File: src/rtl/tagadd_pkg.sv
package tagadd_pkg;
    localparam int TA_DATA_W = 8;
    localparam int TA_ACC_W  = 4;
    localparam int TA_KEEP_W = 2;

    typedef enum logic [1:0] {
        SRC_ZERO  = 2'b00,
        SRC_COUNT = 2'b01,
        SRC_MTWO  = 2'b10,
        SRC_STACK = 2'b11
    } src_sel_e;

    typedef struct packed {
        logic                 cout;
        logic [TA_DATA_W-1:0] full;
        logic [TA_DATA_W-1:0] bus;
    } add_res_t;
endpackage

File: src/rtl/tag_opnd_sel.sv
module tag_opnd_sel
    import tagadd_pkg::*;
#(
    parameter int DATA_W = TA_DATA_W,
    parameter int ACC_W  = TA_ACC_W,
    parameter int KEEP_W = TA_KEEP_W
) (
    input  logic [1:0]        sel,
    input  logic [DATA_W-1:0] v,
    input  logic [ACC_W-1:0]  acc,
    input  logic [DATA_W-1:0] si,
    output logic [DATA_W-1:0] opa,
    output logic [DATA_W-1:0] opb
);
    localparam logic [DATA_W-1:0] MINUS_TWO = {{(DATA_W-1){1'b1}}, 1'b0};
    localparam int                FILL_W    = DATA_W - KEEP_W;

    logic [DATA_W-1:0] v_masked;

    assign v_masked = {{FILL_W{1'b1}}, v[KEEP_W-1:0]};

    always_comb begin
        unique case (src_sel_e'(sel))
            SRC_ZERO:  opa = '0;
            SRC_COUNT: opa = {{(DATA_W-ACC_W){1'b0}}, acc};
            SRC_MTWO:  opa = MINUS_TWO;
            default:   opa = si;
        endcase
        // odd selectors (counter, stack) pair with the masked value
        opb = sel[0] ? v_masked : v;
    end
endmodule

File: src/rtl/tag_ripple_add.sv
module tag_ripple_add #(
    parameter int DATA_W = 8
) (
    input  logic [DATA_W-1:0] a,
    input  logic [DATA_W-1:0] b,
    input  logic              cin,
    output logic [DATA_W-1:0] sum,
    output logic              cout
);
    logic [DATA_W:0] chain;

    assign chain[0] = cin;

    for (genvar i = 0; i < DATA_W; i++) begin : g_bit
        assign sum[i]     = a[i] ^ b[i] ^ chain[i];
        assign chain[i+1] = (a[i] & b[i]) | (chain[i] & (a[i] ^ b[i]));
    end

    assign cout = chain[DATA_W];
endmodule

File: src/rtl/tag_out_stage.sv
module tag_out_stage
    import tagadd_pkg::*;
#(
    parameter bit OUT_REG = 1'b1
) (
    input  logic     clk,
    input  logic     rst,
    input  logic     en,
    input  add_res_t res_in,
    output add_res_t res_out
);
    if (OUT_REG) begin : g_reg
        add_res_t res_d, res_q;

        always_comb begin
            res_d = res_q;
            if (rst)
                res_d = '0;
            else if (en)
                res_d = res_in;
        end

        always_ff @(posedge clk) begin
            res_q <= res_d;
        end

        assign res_out = res_q;

        // reset clears everything
        a_r8_reset_zero: assert property (@(posedge clk)
            rst |=> (res_q == '0));

        // no enable, no change
        a_r9_hold: assert property (@(posedge clk) disable iff (rst)
            !en |=> $stable(res_q));

        // low bits of bus word agree with the full sum
        a_r6_bus_low: assert property (@(posedge clk) disable iff (rst)
            en |=> (res_q.bus[TA_DATA_W-2:0] == res_q.full[TA_DATA_W-2:0]));
    end else begin : g_pass
        assign res_out = res_in;
    end
endmodule

File: src/rtl/tagged_adder.sv
module tagged_adder
    import tagadd_pkg::*;
#(
    parameter int DATA_W  = TA_DATA_W,
    parameter int ACC_W   = TA_ACC_W,
    parameter int KEEP_W  = TA_KEEP_W,
    parameter bit OUT_REG = 1'b1
) (
    input  logic              clk,
    input  logic              rst,
    input  logic              en,
    input  logic [1:0]        sel,
    input  logic              cin,
    input  logic [DATA_W-1:0] v,
    input  logic [ACC_W-1:0]  acc,
    input  logic [DATA_W-1:0] si,
    output logic [DATA_W-1:0] sum_full,
    output logic [DATA_W-1:0] bus_word,
    output logic              carry_out
);
    localparam int TAG_BIT = DATA_W - 1;

    logic [DATA_W-1:0] opa, opb, raw_sum;
    logic              raw_cout;
    add_res_t          res_d, res_q;

    tag_opnd_sel #(
        .DATA_W (DATA_W),
        .ACC_W  (ACC_W),
        .KEEP_W (KEEP_W)
    ) u_sel (
        .sel (sel),
        .v   (v),
        .acc (acc),
        .si  (si),
        .opa (opa),
        .opb (opb)
    );

    tag_ripple_add #(
        .DATA_W (DATA_W)
    ) u_add (
        .a    (opa),
        .b    (opb),
        .cin  (cin),
        .sum  (raw_sum),
        .cout (raw_cout)
    );

    always_comb begin
        res_d.cout = raw_cout;
        res_d.full = raw_sum;
        // tag comes from the value register, not the sum
        res_d.bus  = {v[TAG_BIT], raw_sum[TAG_BIT-1:0]};
    end

    tag_out_stage #(
        .OUT_REG (OUT_REG)
    ) u_out (
        .clk     (clk),
        .rst     (rst),
        .en      (en),
        .res_in  (res_d),
        .res_out (res_q)
    );

    assign sum_full  = res_q.full;
    assign bus_word  = res_q.bus;
    assign carry_out = res_q.cout;

    if (OUT_REG) begin : g_chk
        // tag bit follows v[7] of the load cycle
        a_r6_tag_kept: assert property (@(posedge clk) disable iff (rst)
            en |=> (bus_word[TAG_BIT] == $past(v[TAG_BIT])));

        // zero selector without carry copies the value
        a_r1_identity: assert property (@(posedge clk) disable iff (rst)
            (en && sel == 2'b00 && !cin) |=> (sum_full == $past(v)));

        // minus-two selector with carry decrements
        a_r3_decrement: assert property (@(posedge clk) disable iff (rst)
            (en && sel == 2'b10 && cin) |=> (sum_full == $past(v) - 1'b1));
    end
endmodule

File: config.mk
export PLATFORM = sky130hd
export DESIGN_NAME = tagged_adder
export DESIGN_NICKNAME = d
export VERILOG_FILES = /design/src/rtl/tagadd_pkg.sv /design/src/rtl/tag_opnd_sel.sv /design/src/rtl/tag_ripple_add.sv /design/src/rtl/tag_out_stage.sv /design/src/rtl/tagged_adder.sv
export SDC_FILE = /design/constraint.sdc
export NUM_CORES = 1
export LEC_CHECK = 0
export ABC_AREA = 0
export ABC_CLOCK_PERIOD_IN_PS = 4200
export BUFFER_PORTS_ARGS = -buffer_cell sky130_fd_sc_hd__buf_2
export CAP_MARGIN = 20
export CORE_UTILIZATION = 45
export CTS_CLUSTER_DIAMETER = 30
export DETAILED_ROUTE_END_ITERATION = 12
export PLACE_DENSITY = 0.72
export SYNTH_ARGS = -nofsm -noshare
export SYNTH_HDL_FRONTEND = slang
export SYNTH_HIERARCHICAL = 1
export SYNTH_SLANG_ARGS = --single-unit
File: constraint.sdc
create_clock -name clk -period 4.2 [get_ports clk]
set_input_delay 0.42 -clock clk [delete_from_list [all_inputs] [get_ports clk]]
set_output_delay 0.42 -clock clk [all_outputs]
set_load 0.05 [all_outputs]
==> impl_metrics.json, run 1 <==
{
  "hold_class": "primary input to register",
  "cp_max_fo": 2,
  "ys_warn_count": 6,
  "cts_tree": "built",
  "clk_pin_slew_ns": 0.09,
  "htree_levels": 1,
  "required_ns": 4.43,
  "critical_path.most_common_cell": "fa_1",
  "antenna_found_initial": 0,
  "wl_per_cell_um": 10.2,
  "place_congestion": 0.725,
  "ys_ff_latch": 17,
  "synth_fa_ha_area_share_pct": 16.2,
  "setup_violations": 0,
  "boundaryPins": 43,
  "netlist.area_leader.share_pct": 34.4,
  "chipWidth_um": 48.9,
  "routed_wl_um": 1730,
  "min_period_ns": 3.83,
  "synth_edf_count": 0,
  "regArea_um2": 340,
  "cp-end-kind": "register",
  "fmax_ghz": 0.261,
  "nNetsFinal": 177,
  "worstSetupPathType": "primary input to register",
  "arrival_ns": 4.05,
  "peakVddDrop_mv": 0.174,
  "tightest_slew_ns": 0.486,
  "holdBufCountCts": 0,
  "drv_cap": 0,
  "syn-num-nets": 136,
  "synth_mux_area_share_pct": 18.2,
  "critPathLaunchType": "primary input",
  "pre_cts_slack_ns": 0.0758,
  "drt_iter0_markers": 9,
  "stdcell_area_um2": 1200,
  "die-height_um": 48.9,
  "worst_clock_skew_ns": 0,
  "grt_pass1_wl_um": 3040,
  "cp_slowest_cell": "fa_1",
  "status": "finished, final reports clean",
  "crit_chain": "buf_2, mux2i_1, nor2b_1, fa_1, inv_1, fa_1, inv_1, fa_1, fa_1, fa_1, fa_1, fa_1, inv_1, fa_1, inv_1, mux2i_1, nor2_1",
  "grtUsageTotal_pct": 16.4,
  "areaGrowthSynthToFinish_pct": 21.4,
  "p_leak_nw": 0.669,
  "yosysSeqAreaShare_pct": 34.4,
  "dpl.hpwl_um": 1430,
  "numCtsBuffers": 3,
  "clock_sinks": 17,
  "slowest_delay_ns": 0.41,
  "synth_top_family_by_area": "multiplexers",
  "synthArstFlopShare_pct": 0,
  "synth.most_common_cell": "mux2i_1",
  "finalHoldViolCount": 0,
  "core_area_um2": 2020,
  "synth.area.top_cells": "dfxtp_1 (34%), mux2i_1 (18%), fa_1 (16%)",
  "setup_tns_ns": 0,
  "power.density_nw_per_um2": 374,
  "finalCritPeriodShare_pct": 91.1,
  "synthSimpleGateAreaFrac_pct": 10.9,
  "synth_ff_type": "dfxtp_1",
  "synth_top_area_cell": "dfxtp_1",
  "n_fill_cell": 198,
  "die_area_um2": 2390,
  "drcViolationCount": 0,
  "post_cts_resized": 0,
  "grt_overflow_total": 0,
  "syn_avg_cell_area_um2": 9.70,
  "synthCells": 102,
  "drive_gt1_share_pct": 37.3,
  "portBuffers": 42,
  "grt_max_degree": 18,
  "firstDrtPassIters": 4,
  "start_util_pct": 48.9,
  "placed_cell_area_um2": 1170,
  "viasPerCell": 4.46,
  "synth.cells.most_frequent": "mux2i_1 (18), dfxtp_1 (17), inv_1 (17), nor2_1 (17), fa_1 (8)",
  "largest_reg_flops": 17,
  "rsz0062_at_grt": "no",
  "slew_viol_final": 0,
  "grt_pass1_vias": 714,
  "ys_types": 15,
  "synth_xor_area_share_pct": 0,
  "synth_compound_area_share_pct": 6.45,
  "multiInputGateArea_um2": 512,
  "ant_nets": 0,
  "row_count": 16,
  "fin_hold_ws_ns": 0.388,
  "antenna_cells": 0,
  "syn_area_um2": 990,
  "cts_setup_buffers": 0,
  "clock_latency_ns": 0.29,
  "clock_path_buffers": 2,
  "slew_headroom_pct": 67.6,
  "cts_root_buffer": "clkbuf_4",
  "vias": 753,
  "setup_slack_ns": 0.373
}
## report_power, final
group | internal (mW) | leakage [nW] | switching (mW)
clock network | 0.0369 | 0.0150 | 0.0480
registers | 0.180 | 0.140 | 0.00874
logic | 0.0582 | 0.513 | 0.118
total | 0.275 | 0.669 | 0.175
## final timing paths
check / startpoint / endpoint / cells after the start / slack [ns]
setup reg to reg: u_out/res_out[16]$_SDFFE_PP0P_ / u_out/res_out[16]$_SDFFE_PP0P_ / 2 / 3.56
hold / removal: v[7] / u_out/res_out[7]$_SDFFE_PP0P_ / 3 / 0.39
hold reg to reg: u_out/res_out[6]$_SDFFE_PP0P_ / u_out/res_out[6]$_SDFFE_PP0P_ / 2 / 0.50
setup / recovery: sel[1] / u_out/res_out[15]$_SDFFE_PP0P_ / 17 / 0.37
## area by class of cell
type                       instances  share of cell area, %
clock buffer                       4                   2.19
inverter                          17                   5.31
multi-input combinational         60                   42.6
sequential                        17                   28.3
tap                               27                   2.81
timing repair buffer              44                   18.8
## cells by family (layout without fill, tap and decap cells)
| family | count (synthesis) | in the layout |
|---|---|---|
| AND/OR/NAND/NOR | 24 | 24 |
| multiplexers | 18 | 18 |
| flip-flops | 17 | 17 |
| AO/OA/AOI/OAI | 10 | 10 |
| buffers and inverters | 25 | 65 |
| adder cells (fa/ha/maj) | 8 | 8 |
## through the flow
step	utilization, %	cells	total power [mW]
after floorplan	-	102	0.328
after global placement	58.1	165	0.365
after detailed placement	58.1	165	0.369
after CTS	59.4	169	0.455
after global routing	59.4	169	0.481
final	59.4	169	0.449
## worst max-delay path: cells and delay by family
kind | cells | cell delay, ns
fa+ha+maj | 8 | 2.87
buf+inv | 5 | 0.35
mux | 2 | 0.23
simple gates | 2 | 0.18
## placed cells by master (no fill, tap or decap), drive strengths merged
master	netlist	routed
nor2b	1	1
or2	6	6
dfxtp	17	17
inv	17	17
a31oi	3	3
a21boi	4	4
fa	8	8
a21oi	3	3
buf	7	44
mux2i	18	18
clkbuf	1	4
nor2	17	17
## routing by layer
layer / up-vias / global-route usage, % / wire length [um]
met5: - / 0 / 0
met3: 4 / 1.87 / 66
met1: 324 / 21.8 / 858
li1: 395 / - / -
met4: 0 / 7.35 / 34
met2: 30 / 26.9 / 769
No activity file was read; power rests on OpenSTA's default activity.
==> run 2, diff against run 1 <==
ABC_AREA = 1   (was 0)
PLACE_DENSITY = 0.71   (was 0.72)
RECOVER_POWER = 25   (was not set)
==> impl_metrics.json, run 2 <==
{
  "finish.utilization_pct": 57.7,
  "fin_hold_ws_ns": 0.424,
  "row_count": 17,
  "antenna_cells": 0,
  "ant_nets": 0,
  "seqPwrFrac_pct": 41.0,
  "n_fill_cell": 237,
  "power_frac_comb_pct": 40.1,
  "numCtsBuffers": 3,
  "dp.cells": 227,
  "synth.cells.most_frequent": "nand2_1 (43), nor2_1 (38), inv_1 (32), dfxtp_1 (17), fa_1 (8)",
  "path_buf_inv": 7,
  "drcViolationCount": 0,
  "syn_area_um2": 1100,
  "rsz0062_at_grt": "no",
  "worstSetupPathType": "primary input to register",
  "grtUsageTotal_pct": 17.8,
  "cpLargestDelayFamily": "adder cells",
  "portBuffers": 42,
  "die_area_um2": 2660,
  "clk_pin_slew_ns": 0.10,
  "grt_max_degree": 35,
  "post_cts_resized": 0,
  "required_ns": 4.43,
  "ys_ff_latch": 17,
  "ys_types": 13,
  "synth_edf_count": 0,
  "wl_per_cell_um": 8.78,
  "synth.most_common_cell": "nand2_1",
  "placed_cell_area_um2": 1280,
  "critical_path.most_common_cell": "fa_1",
  "start_util_pct": 49.0,
  "synthCells": 163,
  "setup_tns_ns": 0,
  "finalHoldViolCount": 0,
  "areaGrowthSynthToFinish_pct": 17.7,
  "place_congestion": 0.878,
  "synthArstFlopShare_pct": 0,
  "syn-num-nets": 197,
  "cts_root_buffer": "clkbuf_4",
  "slowest_delay_ns": 0.42,
  "drv_cap": 0,
  "internal_power_uw": 269,
  "chipWidth_um": 51.6,
  "hold_class": "primary input to register",
  "critPathLaunchType": "primary input",
  "stdcell_area_um2": 1300,
  "routed_wl_um": 2030,
  "power.density_nw_per_um2": 348,
  "drt_iter0_markers": 15,
  "die-height_um": 51.6,
  "cp_slowest_cell": "fa_1",
  "clock_latency_ns": 0.29,
  "grt_pass1_vias": 937,
  "grt_overflow_total": 0,
  "boundaryPins": 43,
  "setup_violations": 0,
  "core_area_um2": 2250,
  "vias": 1008,
  "p_sw_share_pct": 40.7,
  "pre_cts_slack_ns": 0.0368,
  "yosysSeqAreaShare_pct": 30.8,
  "cts_setup_buffers": 0,
  "synth_ff_type": "dfxtp_1",
  "dpl.hpwl_um": 1660,
  "drive_gt1_share_pct": 22.7,
  "cp_max_fo": 5,
  "tightest_slew_ns": 1.28,
  "most-common-layout-cells": "nand2_1 (43), nor2_1 (38), buf_2 (34), inv_1 (32), dfxtp_1 (17)",
  "p_leak_nw": 0.777,
  "ys_warn_count": 6,
  "min_period_ns": 3.87,
  "htree_levels": 1,
  "final_common_cell": "nand2_1",
  "antenna_found_initial": 0,
  "clock_sinks": 17,
  "synth.area.top_cells": "dfxtp_1 (31%), nand2_1 (15%), fa_1 (14%)",
  "netlist.area_leader.share_pct": 30.8,
  "total_power_uw": 453,
  "worst_clock_skew_ns": 0,
  "peakVddDrop_mv": 0.164,
  "viasPerCell": 4.36,
  "syn_avg_cell_area_um2": 6.78,
  "holdBufCountCts": 0,
  "setup_slack_ns": 0.326,
  "fmax_ghz": 0.258,
  "finalNonFillerCells": 231,
  "arrival_ns": 4.10,
  "firstDrtPassIters": 4,
  "p_sw_uw": 184,
  "cp-end-kind": "register",
  "status": "finished, final reports clean",
  "synth_top_area_cell": "dfxtp_1",
  "nNetsFinal": 238,
  "slew_headroom_pct": 14.6,
  "largest_reg_flops": 17,
  "p_clk_share_pct": 18.9,
  "slew_viol_final": 0,
  "clock_path_buffers": 2,
  "cts_tree": "built",
  "crit_chain": "buf_2, inv_1, nand3_1, nand2_1, fa_1, inv_1, fa_1, inv_1, fa_1, fa_1, fa_1, fa_1, fa_1, inv_1, fa_1, inv_1, inv_1, nand2_1, nand2_1, nor2_1",
  "finalCritPeriodShare_pct": 92.2,
  "grt_pass1_wl_um": 3530
}
[run 2: cell types whose count changed in the layout (fill, tap and decap cells not counted), sizes merged, moves of 5 or more]
cell | previous run | this run
inv | 17 | 33
buf | 44 | 36
clkbuf | 4 | 11
mux2i | 18 | 0
nand3 | 0 | 5
nor2 | 17 | 42
nand2 | 0 | 44
[run 2: layout make-up]
type / count / area (um^2) / share of cell area, %
inverters: 33 / 124 / 9.53
multi-input cells: 105 / 558 / 42.9
clock buffers: 3 / 22.5 / 1.73
repair buffers: 44 / 215 / 16.6
clock inverters: 1 / 5.00 / 0.385
flip-flops and latches: 17 / 340 / 26.2
well taps: 28 / 35.0 / 2.69
[run 2: logic make-up (layout without fill, tap and decap cells)]
family | after synthesis | after routing | share of synthesized area, %
adders and majority gates | 8 | 8 | 14.5
and+or+nand+nor | 97 | 97 | 36.0
DFF | 17 | 17 | 30.8
buffers and inverters | 41 | 81 | 18.7
[run 2: power groups by stage]
stage          Combinational (mW)  Clock, mW  Sequential, mW
2_1_floorplan              0.0877          0           0.247
5_1_grt                     0.205     0.0964           0.187
3_3_place_gp                0.181          0           0.188
3_5_place_dp                0.185          0           0.189
6_report                    0.181     0.0857           0.185
4_1_cts                     0.185     0.0893           0.186
[run 2: worst paths after layout]
path	from	endpoint	slack (ns)	cells past startpoint
setup reg to reg	u_out/res_out[15]$_SDFFE_PP0P_	u_out/res_out[15]$_SDFFE_PP0P_	3.60	2
hold reg to reg	u_out/res_out[1]$_SDFFE_PP0P_	u_out/res_out[1]$_SDFFE_PP0P_	0.48	2
setup / recovery	sel[1]	u_out/res_out[15]$_SDFFE_PP0P_	0.33	20
hold / removal	v[7]	u_out/res_out[7]$_SDFFE_PP0P_	0.42	5
[run 2: worst reg2reg max path, stage by stage (launching register included)]
cell and delay [ns]:
dfxtp_1 0.34, nor2_1 0.04, nor2_1 0.15
[run 2: routing by layer]
| metal | vias up | track usage [%] | wire (um) |
|---|---|---|---|
| met5 | - | 0 | 0 |
| met4 | 0 | 7.66 | 25 |
| met3 | 4 | 3.80 | 94 |
| met2 | 33 | 32.0 | 1010 |
| met1 | 436 | 20.1 | 903 |
| li1 | 535 | - | - |
